File: config.mk
export PLATFORM = sky130hd
export DESIGN_NAME = thermal_opp_arbiter
export DESIGN_NICKNAME = d
export VERILOG_FILES = /design/src/rtl/thermal_opp_arbiter.sv
export SDC_FILE = /design/constraint.sdc
export NUM_CORES = 1
export LEC_CHECK = 0
export BUFFER_PORTS_ARGS = -buffer_cell sky130_fd_sc_hd__buf_2
export CAP_MARGIN = 20
export CORE_AREA = 2 2 39 41
export CTS_CLUSTER_DIAMETER = 200
export CTS_CLUSTER_SIZE = 8
export DETAILED_ROUTE_END_ITERATION = 12
export DIE_AREA = 0 0 41 43
export GPL_TIMING_DRIVEN = 0
export PLACE_DENSITY = 0.67
export SYNTH_ARGS = -nofsm -noshare
export SYNTH_HDL_FRONTEND = slang
export SYNTH_SLANG_ARGS = --single-unit
File: constraint.sdc
create_clock -name clk -period 1.85 [get_ports clk]
set_clock_uncertainty 0.15 [all_clocks]
set_input_delay 0.185 -clock clk [delete_from_list [all_inputs] [get_ports clk]]
set_output_delay 0.185 -clock clk [all_outputs]
set_load 0.02 [all_outputs]
File: src/rtl/thermal_opp_arbiter.sv
module thermal_opp_arbiter #(
  parameter int CODE_W = 4,
  parameter logic [CODE_W-1:0] DFLT_CODE = 4'd8,
  parameter logic [CODE_W-1:0] LFM_CODE = 4'd2
) (
  input  logic              clk,
  input  logic              rst_n,
  input  logic              sw_req_valid,
  input  logic [CODE_W-1:0] sw_req_code,
  input  logic              therm_req,
  input  logic              seq_done,
  output logic [CODE_W-1:0] tgt_code,
  output logic              xfer_start,
  output logic              therm_active
);

  typedef enum logic [1:0] {IDLE, XFER, HOLD, RESTORE} st_t;

  st_t st_q;
  logic [CODE_W-1:0] sw_last_q, cur_q;
  logic              start_q, therm_q;

  wire [CODE_W-1:0] sw_eff  = sw_req_valid ? sw_req_code : sw_last_q;
  wire [CODE_W-1:0] capped  = (sw_eff < LFM_CODE) ? sw_eff : LFM_CODE;
  wire [CODE_W-1:0] desired = therm_req ? capped : sw_eff;
  wire              settled = (st_q == IDLE) || (st_q == HOLD);

  always_ff @(posedge clk) begin
    if (!rst_n) begin
      st_q      <= IDLE;
      sw_last_q <= DFLT_CODE;
      cur_q     <= DFLT_CODE;
      start_q   <= 1'b0;
      therm_q   <= 1'b0;
    end else begin
      sw_last_q <= sw_eff;
      start_q   <= 1'b0;
      if (settled) begin
        therm_q <= therm_req;
        if (desired != cur_q) begin
          cur_q   <= desired;
          start_q <= 1'b1;
          st_q    <= (st_q == HOLD && !therm_req) ? RESTORE : XFER;
        end else begin
          st_q <= therm_req ? HOLD : IDLE;
        end
      end else if (seq_done) begin
        st_q <= therm_q ? HOLD : IDLE;
      end
    end
  end

  assign tgt_code     = cur_q;
  assign xfer_start   = start_q;
  assign therm_active = therm_q;

endmodule


==> impl_metrics.toml, run 1 <==
[outcome]
status = "finished with violations"
violations = "setup timing"

[die]
die_area_sq_um = 1760
io_pins = 15
die_height_microns = 43
core_area_sq_um = 1380
initial_core_util_pct = 39.2
num_rows = 14
dieWidth_microns = 41

[clocking]
post_cts_resized = 0
cts_tree = "built"
clock_sinks = 11
cts_hold_buf = 0
clockBufferDepth = 2
clkTransAtPathRegs_ns = 0.07
htreeDepth = 1
cts_made_buffers = 3
root_buffer = "clkbuf_4"
insertion_delay_ns = 0.27

[setup_path]
crit_chain = "or4_4 -> a31oi_4 -> xor2_2 -> o31a_2 -> o21a_1"
critical_path.top_delay_family = "compound AO/OA/AOI/OAI gates"
critPathLaunchType = "flop"
worstPathBufferInverterCount = 0
reg2regPathDepth = 5
crit_required_ns = 1.87
end_kind = "flop"
reg2reg_from = "sw_last_q[1]"
cpPeakStageDelay_ns = 0.56
ff2ff_setup_slack_ns = -0.12
cp_slowest_cell = "or4_4"
worst-path-max-fanout = 4
path_class = "flop to flop"
worstPathArrival_ns = 1.99
r2r_end = "st_q[0]"

[global_routing]
grt_overflow_total = 0
antenna_found_initial = 0
grt_pass1_vias = 429
grt_max_degree = 10
grt_usage_pct = 14.9
grt_pass1_wl_microns = 1730

[finish]
finish.utilization_pct = 49.1
fin_cells = 89
fin_nets = 83
drive_gt1_share_pct = 32.9
antenna_cells = 0
layout_commonest_cell = "buf_2"
final_cell_mix = "buf_2 (12), dfxtp_1 (11), mux2i_1 (6)"
area_growth_syn_to_layout_pct = 25.1

[sta]
hold_viol_final = 0
rsz0062_at_grt = "yes"
period_share_pct = 107
max_slew_margin_pct = 72.9
setup_viol = 5
worstMarginPinSlew_ns = 0.406
period_needed_ns = 1.97
slew_viol_final = 0
worst_slack_ns = -0.121
fmax_mhz = 507

[detailed_routing]
vias = 461
drt_iter0_drc = 7
drt_pass1_iterations = 3
antenna_left = 0
drc = 0
viasPerCell = 5.18
drt-total-wl_microns = 1030
wl_per_cell_microns = 11.6

[yosys]
synth_seq_area_share_pct = 40.6
synth_warnings = 0
syn_nets = 65
synth_area_per_cell_sq_um = 9.70
synthDistinctLibCells = 27
syn-instance-count = 56
ys_seq_elements = 11
syn-cell-area_sq_um = 543

[placement]
port_buffers = 12
gp_congestion = 0.737
placedCellCount = 84

[power]
pwr_density_cell_nw_per_um2 = 919
power_leakage_uw = 0.000299
ir_drop_mv = 0.431

[worst_hold_path]
hold_depth = 3
hold_end = "st_q[0]"
hold_class = "input pin to flop"
min-delay-start = "seq_done"

[job]
cap_violations = 0
[routing by layer]
| metal | share of wire [%] | track usage, % |
|---|---|---|
| met4 | 3.0 | 10.0 |
| met5 | 0 | 0 |
| met3 | 5.1 | 4.71 |
| met1 | 47 | 18.0 |
| met2 | 45 | 21.6 |
[cell usage after synthesis, drive strengths merged]
library cell,instances,share of area [%]
nor2b,4,4.6
o21a,1,1.4
mux2,1,2.1
o31a,1,1.8
or4b,1,1.8
a32oi,1,1.6
buf,1,2.1
or3,2,2.3
o311ai,1,1.6
or4,2,3.5
clkbuf,2,1.4
dfxtp,11,41
nand2,4,2.8
o21ai,3,2.8
nor3b,1,1.4
a31oi,1,1.2
o211ai,2,3.7
inv,3,2.1
nand4,1,1.2
nor2,2,1.4
mux2i,6,11
nand3,1,0.92
xnor2,1,3.0
xor2,1,1.6
and2,2,2.3
[final cells by class]
type | instances | area (sq um)
multi-input combinational | 39 | 315
timing repair buffer | 13 | 67.6
sequential | 11 | 220
fill | 146 | 704
tap | 16 | 20.0
buffer | 3 | 18.8
clock buffer | 4 | 26.3
inverter | 3 | 11.3
[state kept, by name (all words and copies together), names as in the netlist]
| register | cells |
|---|---|
| xfer_start | 1 |
| sw_last_q | 4 |
| st_q | 1 |
| therm_active | 1 |
| tgt_code | 4 |
[what timing repair did]
action	in CTS	in global routing
setup buffers	1	0
endpoints found under the setup margin	5	5
gates cloned	0	0
[worst register-to-register path, cell delays in order (launching register included)]
cell and delay (ns):
dfxtp_1 0.32, or4_4 0.56, a31oi_4 0.21, xor2_2 0.11
o31a_2 0.34, o21a_1 0.19
[cell families after synthesis]
group	after synthesis	share of synthesized area [%]
and+or+nand+nor	20	22.1
DFF	11	40.6
AOI/OAI and AO/OA	10	14.1
muxes	7	13.1
buffers and inverters	6	5.53
xor gates and xnor gates	2	4.61
[through the flow]
step	worst slack (ns)	hold slack, ns	TNS (ns)	power [uW]	cell area, sq um
detailed placement	-0.192	0.325	-0.733	461	646
global placement	-0.193	0.317	-0.724	457	646
finish	-0.121	0.0618	-0.398	624	679
CTS	-0.121	0.0558	-0.414	630	679
global route	-0.187	0.0705	-0.775	665	679
floorplan	-0.0464	0.205	-0.0489	415	566
[where the power goes]
part | total, uW | internal (uW) | switching, uW
Clock | 165 | 83.5 | 81.5
Combinational | 171 | 77.9 | 93.6
Sequential | 288 | 265 | 23.2
[worst max-delay path by stage]
| stage | startpoint | endpoint | slack, ns | cells after the start |
|---|---|---|---|---|
| floorplan | sw_last_q[1] | st_q[0] | -0.05 | 5 |
| global placement | sw_req_code[1] | st_q[0] | -0.19 | 6 |
| detailed placement | sw_req_code[1] | st_q[0] | -0.19 | 6 |
| CTS | sw_last_q[1] | st_q[0] | -0.12 | 5 |
| global route | sw_last_q[1] | st_q[0] | -0.19 | 5 |
| finish | sw_last_q[1] | st_q[0] | -0.12 | 5 |
(Power assumes the default switching activity.)
==> run 2: changes to the inputs <==
--- a/config.mk
+++ b/config.mk
@@ -13,7 +13,8 @@
 export DETAILED_ROUTE_END_ITERATION = 12
 export DIE_AREA = 0 0 41 43
 export GPL_TIMING_DRIVEN = 0
-export PLACE_DENSITY = 0.67
+export PLACE_DENSITY_LB_ADDON = 0.3
+export SETUP_SLACK_MARGIN = 0.4
 export SYNTH_ARGS = -nofsm -noshare
 export SYNTH_HDL_FRONTEND = slang
 export SYNTH_SLANG_ARGS = --single-unit
==> run 2 against run 1 <==
The flow still finishes with violations (setup timing). Utilization is 0.54 points higher. Critical path depth stayed put. Flip-flop and latch count stayed put. Cell count is 1.1% higher. Non-clock buffer count is 1 higher. Largest cell class unchanged. Final area is 1.1% higher. Sequential share of layout area is 0.35 points lower. Critical path type unchanged. Die area stayed put. First-iteration DRC count is 71% lower. Via count is 4.3% lower. Clock-buffer cell count stayed put.
==> impl_metrics.toml, run 2 (synthesis gave the netlist of run 1 again) <==
[job]
cap_violations = 0

[finish]
drive_gt1_share_pct = 33.8
stdcell_area_sq_um = 687
layout_commonest_cell = "buf_2"
fin_cells = 90
final_cell_mix = "buf_2 (12), dfxtp_1 (11), mux2i_1 (6)"
area_growth_syn_to_layout_pct = 26.5
fin_nets = 84
antenna_cells = 0

[global_routing]
grt_pass1_vias = 394
grt_overflow_total = 0
antenna_found_initial = 0
grt_max_degree = 10
grt_usage_pct = 13.9
grt_pass1_wl_microns = 1630

[clocking]
insertion_delay_ns = 0.27
clkTransAtPathRegs_ns = 0.08
htreeDepth = 1
cts_made_buffers = 3
post_cts_resized = 0
cts_tree = "built"
clock_sinks = 11
clockBufferDepth = 2
root_buffer = "clkbuf_4"

[die]
num_rows = 14
die_area_sq_um = 1760
die_height_microns = 43
dieWidth_microns = 41
core_area_sq_um = 1380
initial_core_util_pct = 39.2
io_pins = 15

[sta]
rsz0062_at_grt = "yes"
worstMarginPinSlew_ns = 0.401
period_needed_ns = 1.97
worst_slack_ns = -0.122
fmax_mhz = 507
period_share_pct = 107
max_slew_margin_pct = 73.2
slew_viol_final = 0
hold_viol_final = 0
setup_viol = 5

[setup_path]
critPathLaunchType = "flop"
crit_required_ns = 1.88
crit_start = "sw_last_q[1]"
reg2regPathDepth = 5
worstPathArrival_ns = 2.00
path_class = "flop to flop"
ff2ff_setup_slack_ns = -0.12
end_kind = "flop"
worst-path-max-fanout = 4
reg2reg_from = "sw_last_q[1]"

[placement]
gp_congestion = 0.726
post_dp_cell_area_sq_um = 646
port_buffers = 12
placedCellCount = 84

[detailed_routing]
viasPerCell = 4.90
drt_iter0_drc = 2
wl_per_cell_microns = 11.2
drt_pass1_iterations = 5
antenna_left = 0
drc = 0
drt-total-wl_microns = 1010
vias = 441

[outcome]
status = "finished with violations"
violations = "setup timing"

[worst_hold_path]
min-delay-start = "seq_done"
hold_depth = 3
hold_class = "input pin to flop"

[power]
pwr_density_cell_nw_per_um2 = 922
ir_drop_mv = 0.558
power_uw = 633
power_leakage_uw = 0.000304
## run 2: cell count changes in the layout (fill, tap and decap cells not counted), sizes merged
cell,delta
buf,+1
## run 2: final timing paths
kind / endpoint
setup / recovery: st_q[0]
hold / removal: st_q[0]
setup reg to reg: st_q[0]
hold reg to reg: tgt_code[2]
## run 2: report_power, final
group,internal [uW],switching [uW],total [uW]
sequential,265,23.2,288
clock,83.6,89.3,173
combinational,79.6,93.1,173
total,428,206,633
## run 2: per-stage QoR
step	TNS, ns	hold WS (ns)	utilization [%]	setup WS, ns
finish	-0.416	0.0551	49.6	-0.122
global route	-0.864	0.0609	49.6	-0.194
CTS	-0.442	0.0526	49.6	-0.133
detailed placement	-0.769	0.320	46.7	-0.204
global placement	-0.736	0.316	46.7	-0.196
floorplan	-0.0489	0.205	-	-0.0464
## run 2: per-layer routing
| layer | global-route usage, % | up-vias | routed length [microns] |
|---|---|---|---|
| li1 | - | 236 | - |
| met1 | 19.2 | 189 | 514 |
| met2 | 18.1 | 14 | 418 |
| met3 | 4.71 | 2 | 59 |
| met4 | 8.00 | 0 | 18 |
| met5 | 0 | - | 0 |
## run 2: area by class of cell
cell class / count / area, sq um
multi-input combinational: 39 / 315
timing repair buffer: 14 / 75.1
clock buffer: 4 / 26.3
tap: 16 / 20.0
buffer: 3 / 18.8
fill: 145 / 697
inverter: 3 / 11.3
sequential: 11 / 220
## run 2: timing repair
action	in CTS	in global routing
hold buffers	0	0
cloned	0	0
endpoints found under the setup margin	6	6
buffers inserted	2	0
## run 2: critical path, stage by stage (launching register included)
cell and delay (ns):
dfxtp_1 0.32, or4_4 0.56, a31oi_4 0.21, xor2_2 0.11, o31a_2 0.34, o21a_1 0.19
==> run 3: changes to the inputs <==
--- a/config.mk
+++ b/config.mk
@@ -5,6 +5,7 @@
 export SDC_FILE = /design/constraint.sdc
 export NUM_CORES = 1
 export LEC_CHECK = 0
+export ABC_AREA = 1
 export BUFFER_PORTS_ARGS = -buffer_cell sky130_fd_sc_hd__buf_2
 export CAP_MARGIN = 20
 export CORE_AREA = 2 2 39 41
==> run 3 against run 2 <==
The run now ends clean. Via count increased by 28%. Final area grew 7.5%. Critical path depth rose by 7. Largest cell class unchanged. Highest routed layer unchanged.
==> impl_metrics.toml, run 3 <==
[global_routing]
grt_pass1_wl_microns = 1660
grt_overflow_total = 0
grt_max_degree = 7
grt_usage_pct = 14.4
grt_pass1_vias = 450
antenna_found_initial = 0

[setup_path]
cp_common_cell = "nand2_1"
worstPathArrival_ns = 1.46
cpPeakStageDelay_ns = 0.32
worst-path-max-fanout = 6
end_kind = "flop"
path_class = "flop to flop"
critPathLaunchType = "flop"
crit_required_ns = 1.86
crit_chain = "inv_1 -> nand2_1 -> nand2_1 -> nand3_4 -> nand2_2 -> nand2_1 -> nand2_1 -> nand2_2 -> nand2_4 -> nand2_4 -> nand2_2 -> o211ai_1"
cp_slowest_cell = "dfxtp_2"

[sta]
period_needed_ns = 1.45
max_slew_margin_pct = 84.7
hold_viol_final = 0
slew_viol_final = 0
setup_tns_ns = 0
fmax_mhz = 688
period_share_pct = 78.5
rsz0062_at_grt = "yes"
setup_viol = 0
whs_ns = 0.0402
worstMarginPinSlew_ns = 0.229

[detailed_routing]
drc = 0
drt_pass1_iterations = 3
vias = 566
antenna_left = 0
wl_per_cell_microns = 9.24
drt-total-wl_microns = 1140
drt_iter0_drc = 8
viasPerCell = 4.60

[yosys]
syn_nets = 95
ys_seq_elements = 11
synth_seq_area_share_pct = 40.2
syn-instance-count = 86
synth-edff-count = 0
synth_warnings = 0
syn-cell-area_sq_um = 548
synthDistinctLibCells = 15
synth_top_flop_cell = "dfxtp_1"
synth_commonest_cells = "nand2_1 (32), inv_1 (17), dfxtp_1 (11)"
synth_most_common_cell = "nand2_1"
synth_area_leaders = "dfxtp_1 (40%), nand2_1 (22%), inv_1 (12%)"
yosysTopAreaCell = "dfxtp_1"
async_flop_share_pct = 0
synth_area_per_cell_sq_um = 6.37
netlist.area_leader.share_pct = 40.2

[power]
intPower_uw = 418
pwr-share-comb_pct = 29.6
power.share.clock_pct = 26.2
power_switching_uw = 220
seqPwrFrac_pct = 44.2
pwr_density_cell_nw_per_um2 = 864
power_leakage_uw = 0.000410
ir_drop_mv = 0.382
switching_share_pct = 34.4

[finish]
area_growth_syn_to_layout_pct = 34.7
finish.utilization_pct = 53.3
layout_commonest_cell = "nand2_1"
drive_gt1_share_pct = 34.6
fin_cells = 123
final_cell_mix = "nand2_1 (24), inv_1 (16), buf_2 (14)"
antenna_cells = 0
fin_nets = 117

[clocking]
cts_made_buffers = 3
htreeDepth = 1
clockBufferDepth = 2
clkTransAtPathRegs_ns = 0.07
cts_tree = "built"
root_buffer = "clkbuf_4"
insertion_delay_ns = 0.27
clock_sinks = 11

[worst_hold_path]
hold_class = "input pin to flop"

[die]
die_area_sq_um = 1760
die_height_microns = 43
initial_core_util_pct = 39.6
core_area_sq_um = 1380
io_pins = 15
dieWidth_microns = 41
num_rows = 14

[placement]
dp_hpwl_microns = 825
placedCellCount = 116
port_buffers = 14
gp_congestion = 0.772

[job]
cap_violations = 0

[outcome]
status = "complete, no violations"
## run 3: critical path, delay by kind of cell (launching register included)
| family | cells | cell delay, ns |
|---|---|---|
| AND/OR/NAND/NOR | 10 | 0.76 |
| flip-flops | 1 | 0.32 |
| AO/OA/AOI/OAI | 1 | 0.07 |
| buffers and inverters | 1 | 0.05 |
## run 3: final cells by class
class,instances,area [sq um]
sequential,11,223
fill,146,646
timing repair buffer,17,97.6
multi-input combinational,57,304
tap,16,20.0
inverter,18,67.6
clock buffer,4,26.3
## run 3: kinds of logic (layout without fill, tap and decap cells)
| family | count (synthesis) | after routing | synth area share, % |
|---|---|---|---|
| and+or+nand+nor | 49 | 49 | 39.3 |
| buffers and inverters | 18 | 39 | 12.3 |
| DFF | 11 | 11 | 40.2 |
| AOI/OAI and AO/OA | 8 | 8 | 8.22 |
## run 3: per-stage QoR
step	setup WS, ns	area, sq um	power [uW]
after floorplan	0.507	548	401
after global placement	0.327	638	445
after detailed placement	0.303	638	448
after CTS	0.401	684	623
after global routing	0.293	738	684
final	0.397	738	638
## run 3: power by group through the flow
stage / clock [uW] / sequential, uW / combinational, uW
after detailed placement: 0 / 286 / 162
after global routing: 188 / 285 / 211
after CTS: 176 / 280 / 166
after floorplan: 0 / 307 / 94.5
after global placement: 0 / 284 / 160
final: 167 / 282 / 189
## run 3: final timing paths
check	cells past startpoint	start	to	slack [ns]
worst max register to register	12	sw_last_q[2]	tgt_code[3]	0.40
worst max-delay path	12	sw_last_q[2]	tgt_code[3]	0.40
worst min register to register	2	therm_active	therm_active	0.31
worst min-delay path	3	therm_req	therm_active	0.04
## run 3: layer usage
layer | GRT usage [%] | part of all wire (%)
met3 | 7.85 | 5.2
met2 | 22.8 | 49
met1 | 14.9 | 44
met4 | 6.00 | 1.4
met5 | 0 | 0
## run 3: what timing repair did
| item | in CTS | in global routing |
|---|---|---|
| buffers inserted | 0 | 1 |
| endpoints found under the hold margin | 2 | 0 |
| gates resized for setup | 0 | 16 |
| setup endpoints to repair | 0 | 5 |
| hold buffers | 2 | 0 |
